## src/rtl/pfd_pkg.sv

```systemverilog
package pfd_pkg;
  typedef enum logic [1:0] {
    ERR_NONE = 2'd0,
    ERR_LEAD = 2'd1,
    ERR_LAG  = 2'd2
  } err_e;
endpackage

```

## src/rtl/pfd_edge_core.sv

```systemverilog
module pfd_edge_core
  import pfd_pkg::*;
(
  input  logic clk,
  input  logic rst,
  input  logic fr_in,
  input  logic fp_in,
  output logic up_q,
  output logic dn_q,
  output err_e state
);
  logic fr_d, fp_d;
  logic fr_rise, fp_rise;

  assign fr_rise = fr_in & ~fr_d;
  assign fp_rise = fp_in & ~fp_d;

  always_ff @(posedge clk) begin
    if (rst) begin
      fr_d <= 1'b0;
      fp_d <= 1'b0;
      up_q <= 1'b0;
      dn_q <= 1'b0;
    end else begin
      fr_d <= fr_in;
      fp_d <= fp_in;
      if (up_q && dn_q) begin
        up_q <= 1'b0;
        dn_q <= 1'b0;
      end else begin
        up_q <= up_q | fr_rise;
        dn_q <= dn_q | fp_rise;
      end
    end
  end

  always_comb begin
    if (up_q && !dn_q)      state = ERR_LEAD;
    else if (dn_q && !up_q) state = ERR_LAG;
    else                    state = ERR_NONE;
  end
endmodule

```

## src/rtl/pfd_out_map.sv

```systemverilog
module pfd_out_map
  import pfd_pkg::*;
(
  input  logic clk,
  input  logic rst,
  input  logic pol,
  input  logic fr_in,
  input  logic fp_in,
  input  err_e state,
  output logic do_en,
  output logic do_lvl,
  output logic phr,
  output logic php_pull,
  output logic mon
);
  err_e eff;

  always_comb begin
    eff = state;
    if (!pol) begin
      case (state)
        ERR_LEAD: eff = ERR_LAG;
        ERR_LAG:  eff = ERR_LEAD;
        default:  eff = ERR_NONE;
      endcase
    end
  end

  always_ff @(posedge clk) begin
    if (rst) begin
      do_en    <= 1'b0;
      do_lvl   <= 1'b0;
      phr      <= 1'b0;
      php_pull <= 1'b0;
      mon      <= 1'b0;
    end else begin
      mon <= pol ? fr_in : fp_in;
      case (eff)
        ERR_LEAD: begin
          do_en <= 1'b1; do_lvl <= 1'b1; phr <= 1'b0; php_pull <= 1'b1;
        end
        ERR_LAG: begin
          do_en <= 1'b1; do_lvl <= 1'b0; phr <= 1'b1; php_pull <= 1'b0;
        end
        default: begin
          do_en <= 1'b0; do_lvl <= 1'b0; phr <= 1'b0; php_pull <= 1'b0;
        end
      endcase
    end
  end
endmodule

```

## src/rtl/pfd_lock_det.sv

```systemverilog
module pfd_lock_det #(
  parameter int UNLOCK_W = 8,
  parameter int LOCK_W   = 16,
  parameter int RELOCK_N = 3
) (
  input  logic clk,
  input  logic rst,
  input  logic err,
  input  logic clr,
  output logic ld
);
  localparam int WMAX  = (UNLOCK_W > LOCK_W) ? UNLOCK_W : LOCK_W;
  localparam int CNT_W = $clog2(WMAX + 2);
  localparam int GD_W  = $clog2(RELOCK_N + 1);
  localparam logic [CNT_W-1:0] CNT_MAX  = {CNT_W{1'b1}};
  localparam logic [CNT_W-1:0] TRIP_C   = CNT_W'(UNLOCK_W - 1);
  localparam logic [CNT_W-1:0] LOCK_C   = CNT_W'(LOCK_W);
  localparam logic [GD_W-1:0]  RELOCK_C = GD_W'(RELOCK_N);

  logic [CNT_W-1:0] width_q;
  logic [GD_W-1:0]  good_q;
  logic             tripped_q;

  always_ff @(posedge clk) begin
    if (rst) begin
      width_q   <= '0;
      good_q    <= '0;
      tripped_q <= 1'b0;
      ld        <= 1'b0;
    end else if (clr) begin
      width_q   <= '0;
      tripped_q <= 1'b0;
      if (!tripped_q && width_q <= LOCK_C) begin
        if (good_q >= RELOCK_C - 1'b1) begin
          good_q <= RELOCK_C;
          ld     <= 1'b1;
        end else begin
          good_q <= good_q + 1'b1;
        end
      end else begin
        good_q <= '0;
      end
    end else if (err) begin
      if (width_q != CNT_MAX) width_q <= width_q + 1'b1;
      if (width_q >= TRIP_C) begin
        ld        <= 1'b0;
        good_q    <= '0;
        tripped_q <= 1'b1;
      end
    end
  end
endmodule

```

## src/rtl/pfd_lock_top.sv

```systemverilog
module pfd_lock_top
  import pfd_pkg::*;
#(
  parameter int UNLOCK_W = 8,
  parameter int LOCK_W   = 16,
  parameter int RELOCK_N = 3
) (
  input  logic clk,
  input  logic rst,
  input  logic pol_i,
  input  logic fr_i,
  input  logic fp_i,
  output logic do_en_o,
  output logic do_lvl_o,
  output logic phr_o,
  output logic php_pull_o,
  output logic mon_o,
  output logic ld_o
);
  logic up_w, dn_w;
  err_e state_w;

  pfd_edge_core u_core (
    .clk(clk), .rst(rst), .fr_in(fr_i), .fp_in(fp_i),
    .up_q(up_w), .dn_q(dn_w), .state(state_w)
  );

  pfd_out_map u_map (
    .clk(clk), .rst(rst), .pol(pol_i), .fr_in(fr_i), .fp_in(fp_i),
    .state(state_w), .do_en(do_en_o), .do_lvl(do_lvl_o), .phr(phr_o),
    .php_pull(php_pull_o), .mon(mon_o)
  );

  pfd_lock_det #(.UNLOCK_W(UNLOCK_W), .LOCK_W(LOCK_W), .RELOCK_N(RELOCK_N)) u_lock (
    .clk(clk), .rst(rst), .err(up_w ^ dn_w), .clr(up_w & dn_w), .ld(ld_o)
  );
endmodule

```

## config.mk

```make
export PLATFORM = sky130hd
export DESIGN_NAME = pfd_lock_top
export DESIGN_NICKNAME = d
export VERILOG_FILES = /design/src/rtl/pfd_pkg.sv /design/src/rtl/pfd_edge_core.sv /design/src/rtl/pfd_out_map.sv /design/src/rtl/pfd_lock_det.sv /design/src/rtl/pfd_lock_top.sv
export SDC_FILE = /design/constraint.sdc
export NUM_CORES = 1
export LEC_CHECK = 0
export BUFFER_PORTS_ARGS = -buffer_cell sky130_fd_sc_hd__buf_2
export CORE_UTILIZATION = 54
export CTS_CLUSTER_SIZE = 24
export DETAILED_ROUTE_END_ITERATION = 8
export GPL_TIMING_DRIVEN = 1
export PLACE_DENSITY = 0.79
export SLEW_MARGIN = 20
export SYNTH_ARGS = -nofsm -noshare
export SYNTH_HDL_FRONTEND = slang
export SYNTH_SLANG_ARGS = --single-unit
```

## constraint.sdc

```tcl
create_clock -name clk -period 2.35 [get_ports clk]
set_input_delay 0.1175 -clock clk [delete_from_list [all_inputs] [get_ports clk]]
set_output_delay 0.1175 -clock clk [all_outputs]
set_load 0.1 [all_outputs]
```

Word-level counts from Yosys, hierarchy flattened:

Cells that the tools add are included.

* register bits after elaboration: 17
* latch bits: 0
* output and inout bits: 6
* memory bits (read-only): 0
* memories: 0
* memory bits (writable): 0
* logic and storage cells: 66
* input bits: 5

* multiplexer cells: 18
* reduce and logical (&&, ||, !) cells: 16
* shift operators: 0
* multiply operators: 0
* equality and inequality tests: 7
* div/mod/pow operators: 0
* $add $sub $neg: 2
* bitwise operators: 8
* $lt $le $gt $ge: 3

Operator list (count)
* $mux 2: 8
* $mux 1: 9
* $reduce_and 2->1: 3
* $reduce_or 2->1: 3
* $add 5x1->5 const B: 1
* $ge 5x3->1 const B: 1
* $le 5x5->1 const B: 1
* $ne 5x5->1 const B: 1
* $eq 2x1->1 const B: 2
* $eq 2x2->1 const B: 2
* $logic_and 1x1->1: 4
* $ne 2x2->1 const B: 2
* $pmux 2 s2: 1
* $reduce_and 4->1: 1
* $reduce_bool 2->1: 2
* $and 1x1->1: 3
* $logic_not 1->1: 3
* $add 2x1->2 const B: 1
* $ge 2x2->1 const B: 1
* $not 1->1: 2
* $or 1x1->1: 2
* $xor 1x1->1: 1

Longest topological paths before layout:

Gate-level depths: netlist (run 1).

* depth in word-level cells: 10
* gate-level depth with buffers: 8
* mapped depth without buffers: 7

Cells and area by module:

From an unflattened synthesis (run 1), not the netlist that was laid out.

* cells, all modules: 84
* area total of the unflattened synthesis: 814.5 um^2

By module, submodules not included
* pfd_lock_det: times used 1, area each 475.5 um^2, cells an instance 53, seq. area each 180.2 um^2
* pfd_out_map: times used 1, area each 180.2 um^2, cells an instance 18, seq. area each 80.1 um^2
* pfd_edge_core: times used 1, area each 146.4 um^2, cells an instance 12, seq. area each 80.1 um^2
* pfd_lock_top: times used 1, area each 12.5 um^2, cells an instance 1, seq. area each 0.0 um^2

Worst setup path after synthesis (run 1):

No wires, ideal clock.

* path kind: register to register
* from: register u_lock.width_q[0]
* to: register u_lock.width_q[3]
* setup slack: 0.661 ns
* period minus slack after synthesis: 1.689 ns
* cell stages (with the launch flop): 9
* data arrival time: 1.565 ns
* required time: 2.226 ns
* setup time: 0.124 ns
* buffers on the path: 1
* cells stage by stage: dfxtp_1 > ha_1 > and3_2 > ha_1 > nor2b_1 > clkbuf_1 > nand4_1 > xor2_1 > nor2_1

* longest elaborated chain between the ends: 2
* elaborated cells on any way between the ends: 3
* classes of those cells: 1 x add/sub; 1 x eq/ne; 1 x reduce/logical

RTL lines
* start, declared: RTL line pfd_lock_det.sv:20 `logic [CNT_W-1:0] width_q;`
* start signal, assigned: RTL line pfd_lock_det.sv:44 `if (width_q != CNT_MAX) width_q <= width_q + 1'b1;`
* parallel branches: the longest is 2 deep, another holds $add 5x1->5

Parallel ways; which one is timed is not known.
A chain may end at the register's enable or synchronous reset.

Worst setup path in the final report (run 1):

Same ends and word-level chain as after synthesis.

==> results of run 1 <==
==> stage by stage <==
step,power [mW],hold slack [ps],worst slack (ps)
final,0.6041,76.49,448.0
after global routing,0.6368,94.00,341.1
after CTS,0.6045,77.19,460.9
after detailed placement,0.4524,372.8,515.0
after global placement,0.4487,361.9,592.0
after floorplan,0.4311,245.7,660.7
==> power groups by stage <==
stage	clock network, mW	registers (mW)	logic [mW]
finish	0.158	0.316	0.130
global route	0.175	0.318	0.144
CTS	0.158	0.316	0.131
detailed placement	0	0.322	0.130
global placement	0	0.321	0.127
floorplan	0	0.359	0.0724
==> cell usage in the layout (no fill, tap or decap), types with 2 or more instances in the layout <==
cell      Yosys  layout
a211oi_1      2       2
a21oi_1       5       5
buf_2         0      10
clkbuf_4      0       3
dfxtp_1      17      17
ha_1          9       9
inv_1        11      11
mux2i_1       4       4
nand2b_1      2       2
nor2_1       12      12
nor2b_1       5       5
o21ai_0       2       2
xnor2_1       2       2
==> layout make-up <==
| class | count | area (sq um) | area share [%] |
|---|---|---|---|
| clock buffers | 4 | 26.28 | 2.941 |
| well taps | 15 | 18.77 | 2.101 |
| multi-input cells | 56 | 416.7 | 46.64 |
| inverters | 11 | 41.29 | 4.622 |
| repair buffers | 10 | 50.05 | 5.602 |
| flip-flops and latches | 17 | 340.3 | 38.10 |
==> per-layer routing <==
layer,routed length [um],part of all wire (%),vias to the layer above
li1,-,-,309
met1,630,48,284
met2,605,47,17
met3,50,3.8,2
met4,14,1.1,0
met5,0,0,-
==> worst max-delay path by stage <==
stage | to | cells after the start | slack [ps] | start
after floorplan | u_lock.width_q[3] | 8 | 660 | u_lock.width_q[0]
after global placement | u_lock.width_q[3] | 7 | 590 | u_lock.width_q[0]
after detailed placement | u_lock.width_q[3] | 7 | 510 | u_lock.width_q[0]
after CTS | u_lock.width_q[3] | 7 | 460 | u_lock.width_q[0]
after global routing | u_lock.width_q[3] | 7 | 340 | u_lock.width_q[0]
final | u_lock.width_q[3] | 7 | 450 | u_lock.width_q[0]
==> logic make-up (layout without fill, tap and decap cells) <==
family	after synthesis	count (layout)	synth area share, %
compound gates	14	14	12.10
buf+inv	15	25	7.351
flops	17	17	41.65
fa+ha+maj	9	9	13.78
simple gates	25	25	15.62
xor+xnor	3	3	3.217
mux	5	5	6.279
==> summary.md, run 1 <==
| Metric | Value |
|---|---|
| Status | complete, no violations |
| Starting density of the core | 60.52% |
| Path depth of the worst reg2reg path | 7 |
| DP HPWL | 972.2 um |
| RSZ-0062 raised after global routing | false |
| Post-CTS sizing | 0 |
| Ys flop type | dfxtp_1 |
| Synth top cells by count | 17 x dfxtp_1, 12 x nor2_1, 11 x inv_1 |
| Yosys reg bits | 17 |
| Switching Fraction | 32.32% |
| Clock Latency Late Sink | 300 ps |
| GP Congestion | 0.7666 |
| All-Layer GR Usage | 18.81% |
| Relative slew slack | 67.88% |
| Synth cell types | 26 |
| Die Height | 40.90 um |
| Setup violations, final | 0 |
| Top cell type by total area after synthesis | dfxtp_1 |
| Critical Path, Cell by Cell | ha_1 -> and3_2 -> ha_1 -> nor2b_1 -> nand4_1 -> xor2_1 -> nor2_1 |
| Switching power | 0.1952 mW |
| H-tree levels | 1 |
| Number of iterations in the first detailed-routing pass | 5 |
| Post-synth EDFFs | 0 |
| Clk slew on worst S/H paths | 100 ps |
| Final hold violations | 0 |
| Leakage | 0.4085 nW |
| Die X | 40.90 um |
| Setup TNS | 0 ps |
| GRT busiest layer | met2 |
| Initial antenna violation count | 0 |
| Worst setup EP type | flip-flop |
| Number of global-route vias before repair | 514 |
| WP data required | 2550 ps |
| Max Transition Viols Final | 0 |
| Hold Path End | u_core.fr_d |
| Antenna Cells | 0 |
| Drt first-iter violations | 11 |
| PwrDens | 676.2 nW/um^2 |
| TritonCTS clock tree | yes |
| Clock Skews | 9.901 ps |
| Max Cap Violations | 0 |
| Row count | 13 |
| Layout cells sized above 1 | 18.37% |
| Design Area, Final | 893.4 sq um |
| Yosys warnings | 0 |
| Final period utilization | 80.93% |
| Gate power share | 21.5% |
| Minimum clock period | 1902 ps |
| Post-synthesis sequential area ratio | 41.65% |
| Final nets | 113 |
| Fill count | 112 |
| Clock share of power | 26.1% |
| Drt drc | 0 |
| Core area | 1350 sq um |
| Crit path top cell by count | ha_1 |
| Largest register FFs | 5 |
| Placed Cells | 109 |
| Routed wire length | 1.301 mm |
| Leading cell type by number of instances after synthesis | dfxtp_1 |
| Mean Syn Cell Area | 9.284 sq um |
| FMAX | 525.8 MHz |
| Worst Max-Slew Pin Slew | 485.1 ps |
| GR Util met2 | 28.91% |
| Area after DPL | 867.1 sq um |
| Hold depth | 2 |
| Met1 usage | 21.71% |
| Synth Instances | 88 |
| HP Start | fr_i |
| Overflow after GRT | 0 |
| Post-CTS Setup Inserts | 0 |
| Largest registers | u_lock.width_q: 5 flops, u_lock.good_q: 2 flops |
| RR Endpoint | u_lock.width_q[3] |
| Post-synth ARST share | 0% |
| Sequential group share of total power | 52.4% |
| Post-synthesis net count | 102 |
| Cell Area, Synth | 817.0 sq um |
| CTS buffer count | 3 |
| Clock tree buffer depth | 2 |
| Grt met3 use | 6.522% |
| CP max stage delay | 390 ps |
| # clock sinks | 17 |
| First-pass GRT wire length | 1.987 mm |
| Synth top area share | 41.65% |
| Final non-filler cell total | 113 |
| Slowest CP cell | nor2b_1 |
| R2r setup slk | 450 ps |
| RR Startpoint | u_lock.width_q[0] |
| Clock root buffer | clkbuf_4 |
| CP Data Arrival Time | 2100 ps |
| Routed WL per cell | 11.51 um |
| Number of buffers added on ports | 10 |
| Critical Path Fanout Max | 6 |
| Ranking of synthesized cells by area | dfxtp_1 42%, ha_1 14%, nor2_1 5.5%, inv_1 5.1%, mux2i_1 4.9% |
| Peak VDD IR | 415.7 uV |
| Setup crit start kind | flip-flop |
| Top reg by flops | u_lock.width_q |
| Worst path bufs/invs | 0 |
| HP Class | in2reg |
| Final Util | 66.17% |
| Vias per cell | 5.416 |
| Worst setup path category | reg2reg |
| Cell family with most CP delay | simple AND/OR/NAND/NOR gates |
| Layout area overhead | 9.341% |
| Pin count of the biggest net entering global routing | 11 |
| Final antenna-violating net count | 0 |
| Cell Int Power | 0.4089 mW |
| Hold Buf Count CTS | 0 |
| Total number of vias | 612 |
| Die area | 1672 sq um |
| I/O Pins | 11 |
(Power assumes the default switching activity.)
==> run 2, diff against run 1 <==
- clock period: 2.35 -> 1.8 ns (I/O delays scaled with it)
==> run 2 against run 1 <==
Against the previous run: hold slack worse by 29 ps; worst setup slack worse by 350 ps; non-clock buffer count up 2; register-to-register slack worse by 350 ps; critical path depth up 1; flip-flop and latch count unchanged; via count unchanged; clock skew down 6.8 ps; global-route usage up 1.1 points; critical path type unchanged; critical endpoint unchanged; largest power group unchanged; highest routed layer unchanged.
==> summary.md, run 2 (synthesis gave the netlist of run 1 again) <==
| Metric | Value |
|---|---|
| Gate power share | 22.8% (was 21.5%) |
| Largest registers | u_lock.width_q: 5 flops, u_lock.good_q: 2 flops (unchanged) |
| Clock Skews | 3.061 ps (was 9.901 ps) |
| Peak VDD IR | 636.5 uV (was 415.7 uV) |
| WP data required | 1990 ps (was 2550 ps) |
| Die area | 1672 sq um (unchanged) |
| Most common cell after layout, fill and taps aside | dfxtp_1 (unchanged) |
| Antenna Cells | 0 (unchanged) |
| Number of iterations in the first detailed-routing pass | 4 (was 5) |
| Switching Fraction | 31.92% (was 32.32%) |
| Worst setup EP type | flip-flop (unchanged) |
| Number of global-route vias before repair | 515 (was 514) |
| Routed WL per cell | 11.12 um (was 11.51 um) |
| R2r setup slk | 100 ps (was 450 ps) |
| Setup violations, final | 0 (unchanged) |
| Die X | 40.90 um (unchanged) |
| GP Congestion | 0.7442 (was 0.7666) |
| Metal-1 WL | 607 um (was 630 um) |
| Worst setup path category | reg2reg (unchanged) |
| Setup TNS | 0 ps (unchanged) |
| First-pass GRT wire length | 2.063 mm (was 1.987 mm) |
| Max Cap Violations | 0 (unchanged) |
| Number of buffers added on ports | 10 (unchanged) |
| Clk slew on worst S/H paths | 90 ps (was 100 ps) |
| Max Transition Viols Final | 0 (unchanged) |
| Final period utilization | 94.53% (was 80.93%) |
| Overflow after GRT | 0 (unchanged) |
| Core area | 1350 sq um (unchanged) |
| Relative slew slack | 67.90% (was 67.88%) |
| Critical Path, Cell by Cell | ha_1 -> and3_2 -> ha_1 -> nor2b_1 -> buf_4 -> nand4_1 -> xor2_1 -> nor2_1 (was ha_1 -> and3_2 -> ha_1 -> nor2b_1 -> nand4_1 -> xor2_1 -> nor2_1) |
| All-Layer GR Usage | 19.89% (was 18.81%) |
| RSZ-0062 raised after global routing | false (unchanged) |
| CP max stage delay | 360 ps (was 390 ps) |
| Top reg by flops | u_lock.width_q (unchanged) |
| Final hold violations | 0 (unchanged) |
| Cell family with most CP delay | simple AND/OR/NAND/NOR gates (unchanged) |
| Routed wire length | 1.279 mm (was 1.301 mm) |
| Max Used Layer | met4 (unchanged) |
| Cell Int Power | 0.5402 mW (was 0.4089 mW) |
| Crit path top cell by count | ha_1 (unchanged) |
| Starting density of the core | 60.52% (unchanged) |
| Clock share of power | 25.1% (was 26.1%) |
| Most frequent cells in the layout | 16 x dfxtp_1, 12 x nor2_1, 11 x inv_1 (was 17 x dfxtp_1, 12 x nor2_1, 11 x inv_1) |
| Drt drc | 0 (unchanged) |
| Slowest CP cell | dfxtp_2 (was nor2b_1) |
| CTS buffer count | 3 (unchanged) |
| Final antenna-violating net count | 0 (unchanged) |
| DP HPWL | 951.6 um (was 972.2 um) |
| Met2 routed WL | 587 um (was 605 um) |
| Setup crit start kind | flip-flop (unchanged) |
| Worst path bufs/invs | 1 (was 0) |
| Final nets | 115 (was 113) |
| HP Class | in2reg (unchanged) |
| Pin count of the biggest net entering global routing | 11 (unchanged) |
| Status | complete, no violations (unchanged) |
| PwrDens | 871.1 nW/um^2 (was 676.2 nW/um^2) |
| Layout cells sized above 1 | 22.00% (was 18.37%) |
| Clock Latency Late Sink | 290 ps (was 300 ps) |
| Met3 routed wirelength | 71 um (was 50 um) |
| Critical Path Fanout Max | 6 (unchanged) |
| FMAX | 587.7 MHz (was 525.8 MHz) |
| # clock sinks | 17 (unchanged) |
| Layout area overhead | 11.49% (was 9.341%) |
| Hold Buf Count CTS | 0 (unchanged) |
| Clock tree buffer depth | 2 (unchanged) |
| Row count | 13 (unchanged) |
| Largest register FFs | 5 (unchanged) |
| H-tree levels | 1 (unchanged) |
| Worst Max-Slew Pin Slew | 484.8 ps (was 485.1 ps) |
| Switching power | 0.2533 mW (was 0.1952 mW) |
| I/O Pins | 11 (unchanged) |
| TritonCTS clock tree | yes (unchanged) |
| Initial antenna violation count | 0 (unchanged) |
| Total number of vias | 612 (unchanged) |
| Die Height | 40.90 um (unchanged) |
| Total power | 0.7935 mW (was 0.6041 mW) |
| Vias per cell | 5.322 (was 5.416) |
| Minimum clock period | 1702 ps (was 1902 ps) |
| Drt first-iter violations | 12 (was 11) |
| Clock root buffer | clkbuf_4 (unchanged) |
| Hold WS | 47.23 ps (was 76.49 ps) |
| Leakage | 0.4215 nW (was 0.4085 nW) |
| CP Data Arrival Time | 1890 ps (was 2100 ps) |
| Final Util | 67.47% (was 66.17%) |
| Sequential group share of total power | 52.1% (was 52.4%) |
run 2: what timing repair did:
action | 4_1_cts | 5_1_grt
resized for setup | 0 | 1
buffers inserted | 0 | 1
setup endpoints to repair | 0 | 1
run 2: worst register-to-register path, cell delays in order (launching register included):
cell     delay, ps
dfxtp_2        360
ha_1           230
and3_2         220
ha_1           180
nor2b_1        130
buf_4          160
nand4_1        110
xor2_1         160
nor2_1          50
run 2: final cells by class:
class	count	area, sq um
Fill cell	120	439.2
Multi-Input combinational cell	56	416.7
Sequential cell	17	341.6
Timing Repair Buffer	12	65.06
Inverter	11	41.29
Clock buffer	3	22.52
Tap cell	15	18.77
Clock inverter	1	5.005
run 2: stage by stage:
step | instances | instance area (sq um) | setup slack, ps
detailed placement | 110 | 874.6 | 116.3
finish | 115 | 910.9 | 98.44
floorplan | 88 | 817.0 | 110.7
global placement | 110 | 874.6 | 184.3
CTS | 114 | 902.1 | 55.09
global route | 115 | 910.9 | 0.5926
run 2: final timing paths:
| check | startpoint | to | cells after the start |
|---|---|---|---|
| setup reg to reg | u_lock.width_q[0] | u_lock.width_q[3] | 8 |
| hold reg to reg | u_core.fp_d | u_core.dn_q | 2 |
| hold / removal | fp_i | u_core.fp_d | 2 |
| setup / recovery | u_lock.width_q[0] | u_lock.width_q[3] | 8 |
run 2: power by group through the flow:
stage	Sequential (mW)	Clock [mW]	Combinational [mW]
after floorplan	0.468	0	0.0945
after global placement	0.420	0	0.172
after detailed placement	0.421	0	0.174
after CTS	0.412	0.211	0.176
after global routing	0.416	0.222	0.200
final	0.414	0.199	0.181
run 2: per-layer routing:
layer	track usage (%)	vias up
li1	-	317
met1	21.26	278
met2	32.03	15
met3	9.783	2
met4	10.00	0
met5	0	-
